===== config.mk =====
export PLATFORM = sky130hd
export DESIGN_NAME = dma_arb_top
export DESIGN_NICKNAME = d
export VERILOG_FILES = /design/src/rtl/dma_arb_pkg.sv /design/src/rtl/dma_arb_order.sv /design/src/rtl/dma_arb_pick.sv /design/src/rtl/dma_arb_rr_ptr.sv /design/src/rtl/dma_arb_top.sv
export SDC_FILE = /design/constraint.sdc
export NUM_CORES = 1
export LEC_CHECK = 0
export CAP_MARGIN = 20
export CORE_ASPECT_RATIO = 0.8
export CORE_MARGIN = 4
export CORE_UTILIZATION = 25
export DETAILED_ROUTE_END_ITERATION = 10
export DONT_BUFFER_PORTS = 1
export SETUP_SLACK_MARGIN = 0.3
export SYNTH_ARGS = -nofsm -noshare
export SYNTH_HDL_FRONTEND = slang
export SYNTH_SLANG_ARGS = --single-unit

===== constraint.sdc =====
create_clock -name clk -period 4.4 [get_ports clk]
set_input_delay 0.44 -clock clk [delete_from_list [all_inputs] [get_ports clk]]
set_output_delay 0.44 -clock clk [all_outputs]
set_load 0.1 [all_outputs]

===== src/rtl/dma_arb_pkg.sv =====
// Shared constants and types for the DMA priority arbiter.
// Assumes a channel count that is a power of two, so the round-robin
// pointer wraps naturally in its own width.
package dma_arb_pkg;
    localparam int CH_NUM = 8;
    localparam int CH_IDX_W = $clog2(CH_NUM);

    typedef enum logic [1:0] {
        MODE_ASCEND = 2'b00,
        MODE_ONE_LAST = 2'b01,
        MODE_TWO_FIRST = 2'b10,
        MODE_ROTATE = 2'b11
    } arb_mode_e;
endpackage


===== src/rtl/dma_arb_order.sv =====
// Builds the ranked list of channel numbers for the selected mode.
// Slot 0 holds the highest-ranked channel. It assumes at least three
// channels, because two of the fixed modes move channel 1 and channel 2.
module dma_arb_order
    import dma_arb_pkg::*;
#(
    parameter int N = CH_NUM,
    localparam int W = $clog2(N)
) (
    input  logic [1:0]        mode,
    input  logic [W-1:0]      top_ch,
    output logic [N-1:0][W-1:0] order
);
    for (genvar p = 0; p < N; p++) begin : g_slot
        // Choose the channel held in slot p for the current mode.
        always_comb begin
            unique case (arb_mode_e'(mode))
                MODE_ASCEND:    order[p] = W'(p);
                MODE_ONE_LAST:  order[p] = (p == 0) ? W'(0) :
                                           (p == N - 1) ? W'(1) : W'(p + 1);
                MODE_TWO_FIRST: order[p] = (p == 0) ? W'(2) :
                                           (p == 1) ? W'(0) :
                                           (p == 2) ? W'(1) : W'(p);
                default:        order[p] = top_ch + W'(p);
            endcase
        end
    end
endmodule


===== src/rtl/dma_arb_pick.sv =====
// Walks a ranked channel list and grants the first channel that requests.
// Assumes the list is a permutation of all channel numbers.
module dma_arb_pick #(
    parameter int N = 8,
    localparam int W = $clog2(N)
) (
    input  logic [N-1:0]        req,
    input  logic [N-1:0][W-1:0] order,
    output logic [N-1:0]        grant,
    output logic [W-1:0]        grant_idx,
    output logic                valid
);
    // Scan the slots from highest to lowest rank and stop at the first hit.
    always_comb begin
        grant = '0;
        grant_idx = '0;
        valid = 1'b0;
        for (int p = 0; p < N; p++) begin
            if (!valid && req[order[p]]) begin
                valid = 1'b1;
                grant_idx = order[p];
                grant[order[p]] = 1'b1;
            end
        end
    end
endmodule


===== src/rtl/dma_arb_rr_ptr.sv =====
// Holds the round-robin pointer, i.e. the highest-ranked channel in rotate mode.
// The pointer moves past the granted channel when a transfer completes.
// Assumes done arrives while the grant of the finishing channel is still shown.
module dma_arb_rr_ptr #(
    parameter int N = 8,
    localparam int W = $clog2(N)
) (
    input  logic         clk,
    input  logic         rst_n,
    input  logic         rotate,
    input  logic         done,
    input  logic         valid,
    input  logic [W-1:0] grant_idx,
    output logic [W-1:0] top_ch
);
    // Reset to channel 0, then step past the finished channel on done.
    always_ff @(posedge clk) begin
        if (!rst_n) begin
            top_ch <= '0;
        end else if (rotate && done && valid) begin
            top_ch <= grant_idx + W'(1);
        end
    end

    p_ptr_hold_r9: assert property (@(posedge clk) disable iff (!rst_n)
        !(rotate && done && valid) |=> $stable(top_ch));

    p_ptr_reset_r1: assert property (@(posedge clk)
        !rst_n |=> (top_ch == '0));
endmodule


===== src/rtl/dma_arb_top.sv =====
// Eight-channel DMA priority arbiter: picks one qualified request per
// arbitration cycle, using one of three fixed rankings or round robin.
// Assumes the requests already include the enable and error qualification,
// and that the mode register outside this block resets to 00.
module dma_arb_top
    import dma_arb_pkg::*;
(
    input  logic              clk,
    input  logic              rst_n,
    input  logic [CH_NUM-1:0] req_i,
    input  logic [1:0]        mode_i,
    input  logic              done_i,
    output logic [CH_NUM-1:0] grant_o,
    output logic              valid_o
);
    logic [CH_NUM-1:0][CH_IDX_W-1:0] order;
    logic [CH_IDX_W-1:0]             top_ch;
    logic [CH_IDX_W-1:0]             grant_idx;
    logic                            rotate;

    // Round-robin mode decode for the pointer register.
    always_comb rotate = (arb_mode_e'(mode_i) == MODE_ROTATE);

    dma_arb_order #(.N(CH_NUM)) u_order (
        .mode   (mode_i),
        .top_ch (top_ch),
        .order  (order)
    );

    dma_arb_pick #(.N(CH_NUM)) u_pick (
        .req       (req_i),
        .order     (order),
        .grant     (grant_o),
        .grant_idx (grant_idx),
        .valid     (valid_o)
    );

    dma_arb_rr_ptr #(.N(CH_NUM)) u_ptr (
        .clk       (clk),
        .rst_n     (rst_n),
        .rotate    (rotate),
        .done      (done_i),
        .valid     (valid_o),
        .grant_idx (grant_idx),
        .top_ch    (top_ch)
    );

    p_valid_any_r2: assert property (@(posedge clk) disable iff (!rst_n)
        valid_o == (req_i != '0));

    p_grant_onehot_r3: assert property (@(posedge clk) disable iff (!rst_n)
        $onehot0(grant_o) && ((grant_o & ~req_i) == '0));

    p_ascend_ch0_r4: assert property (@(posedge clk) disable iff (!rst_n)
        (mode_i == 2'b00 && req_i[0]) |-> grant_o[0]);

    p_one_last_r5: assert property (@(posedge clk) disable iff (!rst_n)
        (mode_i == 2'b01 && (req_i & ~CH_NUM'(2)) != '0) |-> !grant_o[1]);

    p_two_first_r6: assert property (@(posedge clk) disable iff (!rst_n)
        (mode_i == 2'b10 && req_i[2]) |-> grant_o[2]);

    p_rotate_top_r7: assert property (@(posedge clk) disable iff (!rst_n)
        (rotate && req_i[top_ch]) |-> grant_o[top_ch]);

    p_ptr_step_r8: assert property (@(posedge clk) disable iff (!rst_n)
        (rotate && done_i && valid_o) |=> (top_ch == $past(grant_idx) + CH_IDX_W'(1)));
endmodule


; ---- Word-level counts from Yosys, hierarchy flattened
; Cells that the tools add are included.
[totals]
memories = 0
reg_bits = 3
rom_bits = 0
ram_bits = 0
latch_bits = 0
output_inout_bits = 9
[op_classes]
magnitude_cmp = 16
shifts = 0
bitwise = 7
eq_ne = 3
div = 0
muxes = 64
n_reduce_logical = 27
n_addsub = 8
n_mul = 0
[ops]
columns = cell, count
row1 = 8-bit 2-to-1 mux, 8
row2 = 8-bit bitwise OR, 7
row3 = 3-bit case mux with 2 select lines, 6
row4 = "3-bit by 4-bit less-than comparator with 1-bit output, second input constant", 8
row5 = 1-bit binary-select mux with 3-bit select, 8
row6 = 1-bit demux with 3-bit select, 8
row7 = "3-bit by 1-bit >= comparator with 1-bit output, second input constant", 8
row8 = 1-bit 2-to-1 mux, 24
row9 = 3-bit 2-to-1 mux, 8
row10 = 3-bit case mux with 3 select lines, 2
row11 = 1-bit logical AND, 17
row12 = "3-bit adder, second input constant", 4
row13 = 1-bit zero test, 7
row14 = "3-bit by 1-bit adder with 3-bit output, second input constant", 2
row15 = "3-bit by 2-bit adder with 3-bit output, second input constant", 2
row16 = "2-bit equality test, second input constant", 2
row17 = 2-bit OR reduction, 2
row18 = "2-bit by 1-bit equality test with 1-bit output, second input constant", 1
row19 = 2-bit zero test, 1

; ---- Logic depth before layout (Yosys ltp)
; Gate-level depths: netlist of the first run.
[depth]
depth_word = 28
depth_mapped = 17
depth_no_buf = 15

; ---- Hierarchy
; A second synthesis of the first run with hierarchy kept.
[unflattened]
cells_unflattened = 252
area_unflattened_um2 = 1883.1
[by_module_without_submodules]
columns = module, seq_area_each_um2, n_inst, area_each_um2, cells_per_inst
row1 = dma_arb_pick, 0.0, 1, 1423.9, 191
row2 = dma_arb_order, 0.0, 1, 301.5, 46
row3 = dma_arb_rr_ptr, 60.1, 1, 151.4, 14
row4 = dma_arb_top, 0.0, 1, 6.3, 1

; ---- Least setup slack after synthesis of the first run
; Ideal clock, no wire load.
[synth_path]
path_kind = register -> output
from = register u_ptr.top_ch[0]
to = output port grant_o[4]
arrival_ps = 5895
path_stages_with_launch = 13
t_required_ps = 3960
setup_slack_ps = -1935
cell_sequence = dfxtp_1 -> buf_2 -> inv_1 -> ha_1 -> clkbuf_1 -> nand2_1 -> nand2_1 -> a211oi_1 -> o22a_1 -> nand4_4 -> nor2_1 -> nand2_1 -> o311ai_0
[synth_between]
elab_chain_len = 25
elab_cells_between_ends = 107
[synth_lines]
columns = item, line_no
row1 = from (decl), dma_arb_rr_ptr.sv:14  ; output logic [W-1:0] top_ch
row2 = from (signal assigned), dma_arb_rr_ptr.sv:21  ; top_ch <= grant_idx + W'(1);
row3 = "parallel branches: the longest is 24 deep, another holds 3-bit by 4-bit less-than comparator with 1-bit output", -
row4 = 8-bit 2-to-1 mux (*), dma_arb_pick.sv:19  ; if (!valid && req[order[p]]) begin
row5 = to (decl), dma_arb_top.sv:13  ; output logic [CH_NUM-1:0] grant_o,
; Mark *: on every way between the ends. The select of a mux whose other input is x is not followed.

; ---- Worst setup path in the final report of the first run
[layout_path]
from = register u_ptr.top_ch[0]
to = output port grant_o[6]
; Same word-level chain as after synthesis.

==> reports/metrics.cfg, run 1 <==
[run_status]
status = completed

[hold_path]
whs_path_depth = 1
worst_hold_startpoint = rst_n
worstHoldEndpoint = u_ptr.top_ch[1]
hold_path_class = in2reg

[synth]
yosys_warnings = 0
synthCells = 300
synth-main-ff-cell = dfxtp_1
ys_async_sr_fraction = 0
ys_seq_area_frac = 0.0286
ys_ff_latch = 3
synthesis.nets = 322
ys_types = 67
synth_edf_count = 0
synth.cell_area_mm2 = 0.00210
synth_area_per_cell_um2 = 7.00

[flow_run]
drv_cap = 0

[setup_path]
cp_data_required_time_ns = 3.96
crit_chain = buf_4 > and2_4 > mux4_2 > mux2i_4 > a21boi_4 > buf_4 > nand4_1 > nor3_1 > a21oi_1 > o2111ai_2 > buf_12
r2r_slack_ns = 0.49
reg2reg_to = u_ptr.top_ch[2]
cpMostUsedCell = buf_4
critical_path.max_fanout = 11
crit_arrival_ns = 3.58
start_kind = flip-flop
cp_num_buf_inv = 3
ff2ff_path_depth = 15
end_kind = primary output
slowest_delay_ns = 0.59
cpLargestDelayFamily = simple AND/OR/NAND/NOR gates
r2r_start = u_ptr.top_ch[0]
cpMaxStageDelayCell = mux4_2
worstSetupPathType = reg2out

[sta]
fin_crit_sh = 0.914
fin_tns_setup_ns = 0
fmax_mhz = 249
maxSlewViolCount = 0
rsz0062_at_grt = yes
period_minus_slack_ns = 4.02
final-setup-viol-count = 0
max_slew_margin = 0.479
worst_pin_slew_ns = 0.773
layout_setup_ws_ns = 0.378
fin_skew_ns = 0.000586
finalHoldViolCount = 0

[pwr]
p_int_mw = 0.227
static-leakage-power_nw = 1.07
p_switching_mw = 0.244
p_seq_frac = 0.066
ir_drop_uv = 124
clockPowerShare = 0.171
p_per_area_mw_per_mm2 = 174
combPwrFrac = 0.763
switching_share = 0.518

[placement]
gp_routability_congestion = 1.07
port-buffer-count = 0
place_area_mm2 = 0.00257
preCtsSetupSlack_ns = 0.452
detailed_place_hpwl_mm = 7.13

[clock_network]
ctsHtreeMaxLevel = 1
numCtsBuffers = 3
root_buffer = clkbuf_8
cts_num_sinks = 3
path_clk_slew_ns = 0.03
cts_tree = yes
clk_latency_ns = 0.22
clockBufferDepth = 2
cts_hold_buf = 0

[routing]
wl_per_cell_um = 21.1
firstDrtPassIters = 5
drt_iter0_drc = 364
drtAntennaViolNets = 0
via_count = 2718
wirelength_mm = 9.19
vias_per_cell = 6.23
post-route-drc-count = 0

[cells_and_area]
final_area_mm2 = 0.00271
layout_commonest_cell = nand2_1
nNetsFinal = 351
largest_register_ffs = 3
diodes = 0
drive_gt1_frac = 0.250
area_delta_synth_final_pct = 29.2
utilization = 0.337
fillerInstances = 856
top_regs = u_ptr.top_ch: 3 flops
final_cell_mix = nand2_1 (36), buf_4 (34), nand3_1 (23), nor2_1 (22), nor3_1 (15)
top_register = u_ptr.top_ch

[floorplan]
row_count = 29
initial_core_util = 0.261
io_pins = 22
die_area_mm2 = 0.00994
die_w_um = 110
die_h_um = 90.0
core_area_mm2 = 0.00806

[global_routing]
met1_usage = 0.238
grt_use_total = 0.173
grt_pass1_vias = 2555
grt_antenna_before_repair = 0
gr-max-usage-layer = met2
grt_util_met2 = 0.256
use_met3 = 0.0638
grt_max_degree = 20
grt_pass1_wl_mm = 14.2
overflow = 0

## power groups by stage
| stage | Clock [mW] | Combinational [mW] | Sequential [mW] |
|---|---|---|---|
| floorplan | 0 | 0.242 | 0.0303 |
| global placement | 0 | 0.337 | 0.0311 |
| detailed placement | 0 | 0.335 | 0.0312 |
| CTS | 0.0838 | 0.336 | 0.0309 |
| global route | 0.0859 | 0.381 | 0.0312 |
| finish | 0.0807 | 0.360 | 0.0310 |
## per-stage QoR
step | total power, mW | std cells | hold WS, ns
2_1_floorplan | 0.272 | 300 | 0.568
3_5_place_dp | 0.366 | 425 | 0.568
4_1_cts | 0.451 | 429 | 0.364
6_report | 0.472 | 436 | 0.364
5_1_grt | 0.498 | 436 | 0.362
3_3_place_gp | 0.368 | 425 | 0.565
## worst max path at each step
stage	slack (ns)	depth (start not counted)	start	to
CTS	0.30	10	u_ptr.top_ch[0]	grant_o[5]
detailed placement	0.45	10	mode_i[0]	grant_o[4]
global placement	0.46	12	mode_i[0]	grant_o[1]
floorplan	0.19	10	mode_i[0]	grant_o[4]
global route	0.27	13	u_ptr.top_ch[1]	grant_o[1]
finish	0.38	11	u_ptr.top_ch[0]	grant_o[6]
## layer usage
layer / part of all wire / vias up
met5: 0 / -
met4: 0.026 / 0
met3: 0.14 / 31
met2: 0.42 / 193
met1: 0.41 / 1262
li1: - / 1232
## cells in the mapped netlist (all sizes together) (5+ instances only)
library cell / number / area share
inv: 13 / 0.023
nor3: 17 / 0.043
o21ai: 14 / 0.033
a21oi: 12 / 0.029
a31oi: 6 / 0.018
nand2b: 7 / 0.021
a211oi: 8 / 0.029
and2: 8 / 0.025
buf: 14 / 0.040
nand4: 8 / 0.031
mux2i: 12 / 0.065
ha: 9 / 0.054
nand2: 37 / 0.067
nand3: 23 / 0.055
nor2b: 5 / 0.015
a32oi: 6 / 0.025
nor2: 22 / 0.039
a22oi: 6 / 0.021
mux4: 6 / 0.064
## cell families (layout without fill, tap and decap cells)
| kind of cell | after synthesis | count (layout) | share of synthesized area |
|---|---|---|---|
| AND/OR/NAND/NOR | 141 | 141 | 0.352 |
| AO/OA/AOI/OAI | 91 | 91 | 0.330 |
| buffers and inverters | 31 | 59 | 0.0703 |
| multiplexers | 21 | 21 | 0.145 |
| adder cells (fa/ha/maj) | 9 | 9 | 0.0536 |
| XOR/XNOR | 4 | 4 | 0.0203 |
| flip-flops | 3 | 3 | 0.0286 |
## layout make-up
cell class / count / area, um^2 / share of cell area
clock buffer: 4 / 45.0 / 0.0166
sequential: 3 / 61.3 / 0.0226
tap: 108 / 135 / 0.0498
inverter: 13 / 48.8 / 0.0180
timing repair buffer: 42 / 415 / 0.153
multi-input combinational: 266 / 2010 / 0.740
## timing repair
action	in CTS	in global routing
gates resized for setup	1	8
endpoints found under the setup margin	1	9
buffers inserted	0	7
pin swaps	0	4
## worst register-to-register path, stage by stage (launching register included)
cell and delay [ns]:
dfxtp_2 0.38, ha_1 0.25, xor2_2 0.30, buf_4 0.21, and2_1 0.37, mux2i_1 0.13
a221o_1 0.39, nand2_1 0.27, nor2_1 0.11, nand2_1 0.14, mux2i_1 0.10, o41a_1 0.43
ha_1 0.20, nand2b_1 0.14, a311o_1 0.31, o311ai_1 0.08
Note: power is estimated with default switching activity, not from simulation.
==> inputs of run 2 (changes only) <==
--- a/config.mk
+++ b/config.mk
@@ -8,7 +8,7 @@
 export CAP_MARGIN = 20
 export CORE_ASPECT_RATIO = 0.8
 export CORE_MARGIN = 4
-export CORE_UTILIZATION = 25
+export CORE_UTILIZATION = 45
 export DETAILED_ROUTE_END_ITERATION = 10
 export DONT_BUFFER_PORTS = 1
 export SETUP_SLACK_MARGIN = 0.3
==> constraint.sdc (replaced) <==
create_clock -name clk -period 4.31 [get_ports clk]
set_input_delay 0.431 -clock clk [delete_from_list [all_inputs] [get_ports clk]]
set_output_delay 0.431 -clock clk [all_outputs]
set_load 0.1 [all_outputs]
==> reports/metrics.cfg, run 2 (synthesis results as in run 1) <==
[cells_and_area]
drive_gt1_frac = 0.255
top_register = u_ptr.top_ch
layout_commonest_cell = nand2_1
fillerInstances = 393
nNetsFinal = 349
largest_register_ffs = 3
area_delta_synth_final_pct = 28.1
top_regs = u_ptr.top_ch: 3 flops
final_cell_mix = nand2_1 (36), buf_4 (30), nand3_1 (22), nor2_1 (21), nor3_1 (16)
diodes = 0

[sta]
period_minus_slack_ns = 3.90
worst_pin_slew_ns = 0.833
final-setup-viol-count = 0
max_slew_margin = 0.439
finalHoldViolCount = 0
fmax_mhz = 256
fin_skew_ns = 0.00103
fin_crit_sh = 0.906
fin_tns_setup_ns = 0
rsz0062_at_grt = yes
maxSlewViolCount = 0

[routing]
wl_per_cell_um = 23.7
firstDrtPassIters = 8
drtAntennaViolNets = 0
drt_iter0_drc = 629
via_count = 2778
wirelength_mm = 9.08
post-route-drc-count = 0
vias_per_cell = 7.25

[hold_path]
hold_path_class = in2reg

[floorplan]
die_h_um = 69.1
row_count = 21
die_area_mm2 = 0.00583
initial_core_util = 0.484
die_w_um = 84.4
io_pins = 22
core_area_mm2 = 0.00434

[clock_network]
ctsHtreeMaxLevel = 1
numCtsBuffers = 3
path_clk_slew_ns = 0.03
clockBufferDepth = 2
cts_hold_buf = 0
root_buffer = clkbuf_8
cts_tree = yes
clk_latency_ns = 0.22
cts_num_sinks = 3

[setup_path]
start_kind = flip-flop
worstSetupPathType = reg2out
crit_arrival_ns = 3.47
end_kind = primary output
critical_path.max_fanout = 7
cp_data_required_time_ns = 3.88

[global_routing]
overflow = 0
gr-max-usage-layer = met1
grt_pass1_vias = 2503
grt_pass1_wl_mm = 14.1
grt_max_degree = 23
met1_usage = 0.445
grt_antenna_before_repair = 0
use_met3 = 0.105
grt_use_total = 0.301
grt_util_met2 = 0.408

[pwr]
p_switching_mw = 0.254
clockPowerShare = 0.169
p_per_area_mw_per_mm2 = 181
static-leakage-power_nw = 1.06
p_seq_frac = 0.069
combPwrFrac = 0.762
switching_share = 0.521
total_power_mw = 0.487
p_int_mw = 0.233
ir_drop_uv = 204

[placement]
gp_routability_congestion = 1.04
port-buffer-count = 0
detailed_place_hpwl_mm = 7.09

[run_status]
status = completed

[flow_run]
drv_cap = 0

==> run 2: cell types whose count changed in the layout (fill, tap and decap cells not counted), moves of 2 or more <==
cell	delta
dfxtp_1	-2
buf_4	-4
buf_12	+2
dfxtp_4	+2
==> run 2: repair_timing <==
action                                  4_1_cts  5_1_grt
endpoints found under the setup margin        4        7
gates resized for setup                       6       10
pin swaps                                     2        1
gates cloned                                  0        0
hold endpoints to repair                      0        0
buffers inserted                              2        1
==> run 2: layout make-up <==
class                   instances  area (um^2)  share of cell area
clock buffers                   4         45.0              0.0168
inverters                      13         48.8              0.0181
multi-input cells             266         2030               0.755
flip-flops and latches          3         68.8              0.0256
well taps                      57         71.3              0.0265
repair buffers                 40          425               0.158
==> run 2: routing by layer <==
metal	wire length (um)	part of all wire
met2	3540	0.39
met3	1540	0.17
met1	3720	0.41
met4	286	0.032
met5	0	0
==> run 2: through the flow <==
stage          instances   util  cell area [um^2]  setup WS [ns]  hold slack, ns
6_report             383  0.620              2690          0.407           0.350
3_5_place_dp         376  0.586              2540          0.236           0.569
5_1_grt              383  0.620              2690          0.296           0.356
3_3_place_gp         376  0.586              2540          0.289           0.577
4_1_cts              382  0.610              2650          0.393           0.349
2_1_floorplan        300      -              2170          0.114           0.559
==> run 2: critical path, stage by stage, from the launching register on <==
cell and delay [ns]:
dfxtp_4 0.39, inv_2 0.08, ha_1 0.32, nand2_1 0.11, o22ai_1 0.15, o211a_1 0.16, or4_4 0.57, and2_1 0.23
nand3_2 0.11, inv_1 0.07, a222oi_1 0.62, o221ai_4 0.22, buf_12 0.22
==> run 2: path summary, 6_finish.rpt <==
kind	from	to	slack, ns	cells after the start
min reg2reg	u_ptr.top_ch[0]	u_ptr.top_ch[0]	0.75	3
max	u_ptr.top_ch[0]	grant_o[0]	0.41	12
min	rst_n	u_ptr.top_ch[1]	0.35	1
max reg2reg	u_ptr.top_ch[0]	u_ptr.top_ch[2]	0.53	16
==> run 2: power by group through the flow <==
stage / combinational (mW) / clock [mW] / sequential [mW]
after floorplan: 0.247 / 0 / 0.0309
after global placement: 0.346 / 0 / 0.0333
after detailed placement: 0.342 / 0 / 0.0334
after CTS: 0.355 / 0.0845 / 0.0337
after global routing: 0.388 / 0.0899 / 0.0344
final: 0.371 / 0.0824 / 0.0338
==> inputs of run 3 (changes only) <==
==> constraint.sdc (replaced) <==
create_clock -name clk -period 4.31 [get_ports clk]
set_input_delay 0.6465 -clock clk [delete_from_list [all_inputs] [get_ports clk]]
set_output_delay 0.6465 -clock clk [all_outputs]
set_load 0.1 [all_outputs]
==> reports/metrics.cfg, run 3 (synthesis results as in run 1) <==
[setup_path]
critical_path.max_fanout = 8
worstSetupPathType = reg2out
end_kind = primary output
r2r_slack_ns = 0.42
start_kind = flip-flop
r2r_start = u_ptr.top_ch[1]
crit_arrival_ns = 3.32
reg2reg_to = u_ptr.top_ch[2]
ff2ff_path_depth = 17
cp_data_required_time_ns = 3.66

[sta]
fin_skew_ns = 0.000230
fin_crit_sh = 0.921
max_slew_margin = 0.458
final-setup-viol-count = 0
period_minus_slack_ns = 3.97
rsz0062_at_grt = yes
fin_tns_setup_ns = 0
fmax_mhz = 252
finalHoldViolCount = 0
worst_pin_slew_ns = 0.805
maxSlewViolCount = 0

[cells_and_area]
largest_register_ffs = 3
nNetsFinal = 354
final_cell_mix = buf_4 (36), nand2_1 (33), nor2_1 (21), nand3_1 (20), nor3_1 (14)
diodes = 0
fillerInstances = 383
top_register = u_ptr.top_ch
drive_gt1_frac = 0.323
top_regs = u_ptr.top_ch: 3 flops
final_area_mm2 = 0.00281
area_delta_synth_final_pct = 33.7
layout_commonest_cell = buf_4

[routing]
drt_iter0_drc = 584
firstDrtPassIters = 6
post-route-drc-count = 0
vias_per_cell = 7.26
drtAntennaViolNets = 0
via_count = 2815
wirelength_mm = 9.22
wl_per_cell_um = 23.8

[clock_network]
numCtsBuffers = 3
root_buffer = clkbuf_8
clk_latency_ns = 0.21
cts_tree = yes
ctsHtreeMaxLevel = 1
clockBufferDepth = 2
cts_num_sinks = 3
cts_hold_buf = 0
path_clk_slew_ns = 0.03

[floorplan]
row_count = 21
core_area_mm2 = 0.00434
die_h_um = 69.1
io_pins = 22
die_area_mm2 = 0.00583
initial_core_util = 0.484
die_w_um = 84.4

[hold_path]
whs_path_depth = 1
worstHoldEndpoint = u_ptr.top_ch[0]
worst_hold_startpoint = rst_n
hold_path_class = in2reg

[global_routing]
overflow = 0
grt_pass1_wl_mm = 13.8
grt_max_degree = 15
grt_pass1_vias = 2539
grt_antenna_before_repair = 0
grt_use_total = 0.294

[placement]
place_area_mm2 = 0.00255
gp_routability_congestion = 1.04
detailed_place_hpwl_mm = 6.91
port-buffer-count = 0

[pwr]
static-leakage-power_nw = 1.09
total_power_mw = 0.497
p_per_area_mw_per_mm2 = 177
ir_drop_uv = 164

[flow_run]
drv_cap = 0

[run_status]
status = completed

-- run 3: critical path, cell delays in order, from the launching register on --
cell      delay [ns]
dfxtp_4         0.37
ha_4            0.19
xor2_2          0.17
buf_4           0.19
nor2b_1         0.19
o211a_1         0.14
or4_4           0.53
buf_4           0.17
nand4_4         0.13
nor2_2          0.08
a31o_2          0.28
a22oi_1         0.30
o221ai_4        0.15
buf_12          0.21
-- run 3: power by group --
part	internal, mW	switching (mW)	total, mW	leakage (nW)
logic	0.148	0.235	0.384	1.04
clock network	0.0630	0.0174	0.0804	0.0228
registers	0.0293	0.00408	0.0333	0.0259
total	0.240	0.257	0.497	1.09
-- run 3: how the worst max path moves through the flow --
stage / from / slack [ns] / cells past startpoint / end
5_1_grt: u_ptr.top_ch[0] / 0.25 / 12 / grant_o[0]
6_report: u_ptr.top_ch[1] / 0.34 / 13 / grant_o[1]
3_5_place_dp: mode_i[0] / 0.16 / 12 / grant_o[4]
2_1_floorplan: mode_i[0] / -0.02 / 12 / grant_o[5]
3_3_place_gp: mode_i[0] / 0.18 / 11 / grant_o[1]
4_1_cts: mode_i[0] / 0.31 / 12 / grant_o[0]
-- run 3: through the flow --
stage / setup slack, ns / hold WS [ns] / cells / util
after floorplan: -0.0157 / 0.757 / 300 / -
after detailed placement: 0.159 / 0.785 / 375 / 0.588
after CTS: 0.314 / 0.565 / 385 / 0.621
after global routing: 0.250 / 0.580 / 388 / 0.648
after global placement: 0.178 / 0.741 / 375 / 0.588
final: 0.340 / 0.567 / 388 / 0.648
-- run 3: what timing repair did --
item                                    4_1_cts  5_1_grt
setup buffers                                 6        3
endpoints found under the setup margin        8        9
pin swaps                                     5        7
resized for setup                            13       20
-- run 3: area by class of cell --
| type | count | area [um^2] | share of cell area |
|---|---|---|---|
| Clock buffer | 4 | 45.0 | 0.0160 |
| Inverter | 13 | 52.6 | 0.0187 |
| Multi-Input combinational cell | 266 | 2150 | 0.765 |
| Sequential cell | 3 | 67.6 | 0.0241 |
| Tap cell | 57 | 71.3 | 0.0254 |
| Timing Repair Buffer | 45 | 424 | 0.151 |
-- run 3: routing by layer --
layer,vias to the layer above,wire (um),GRT usage
met5,-,0,0
met4,0,334,0.0844
met3,44,1370,0.0571
met2,257,3780,0.431
met1,1284,3730,0.432
li1,1230,-,-
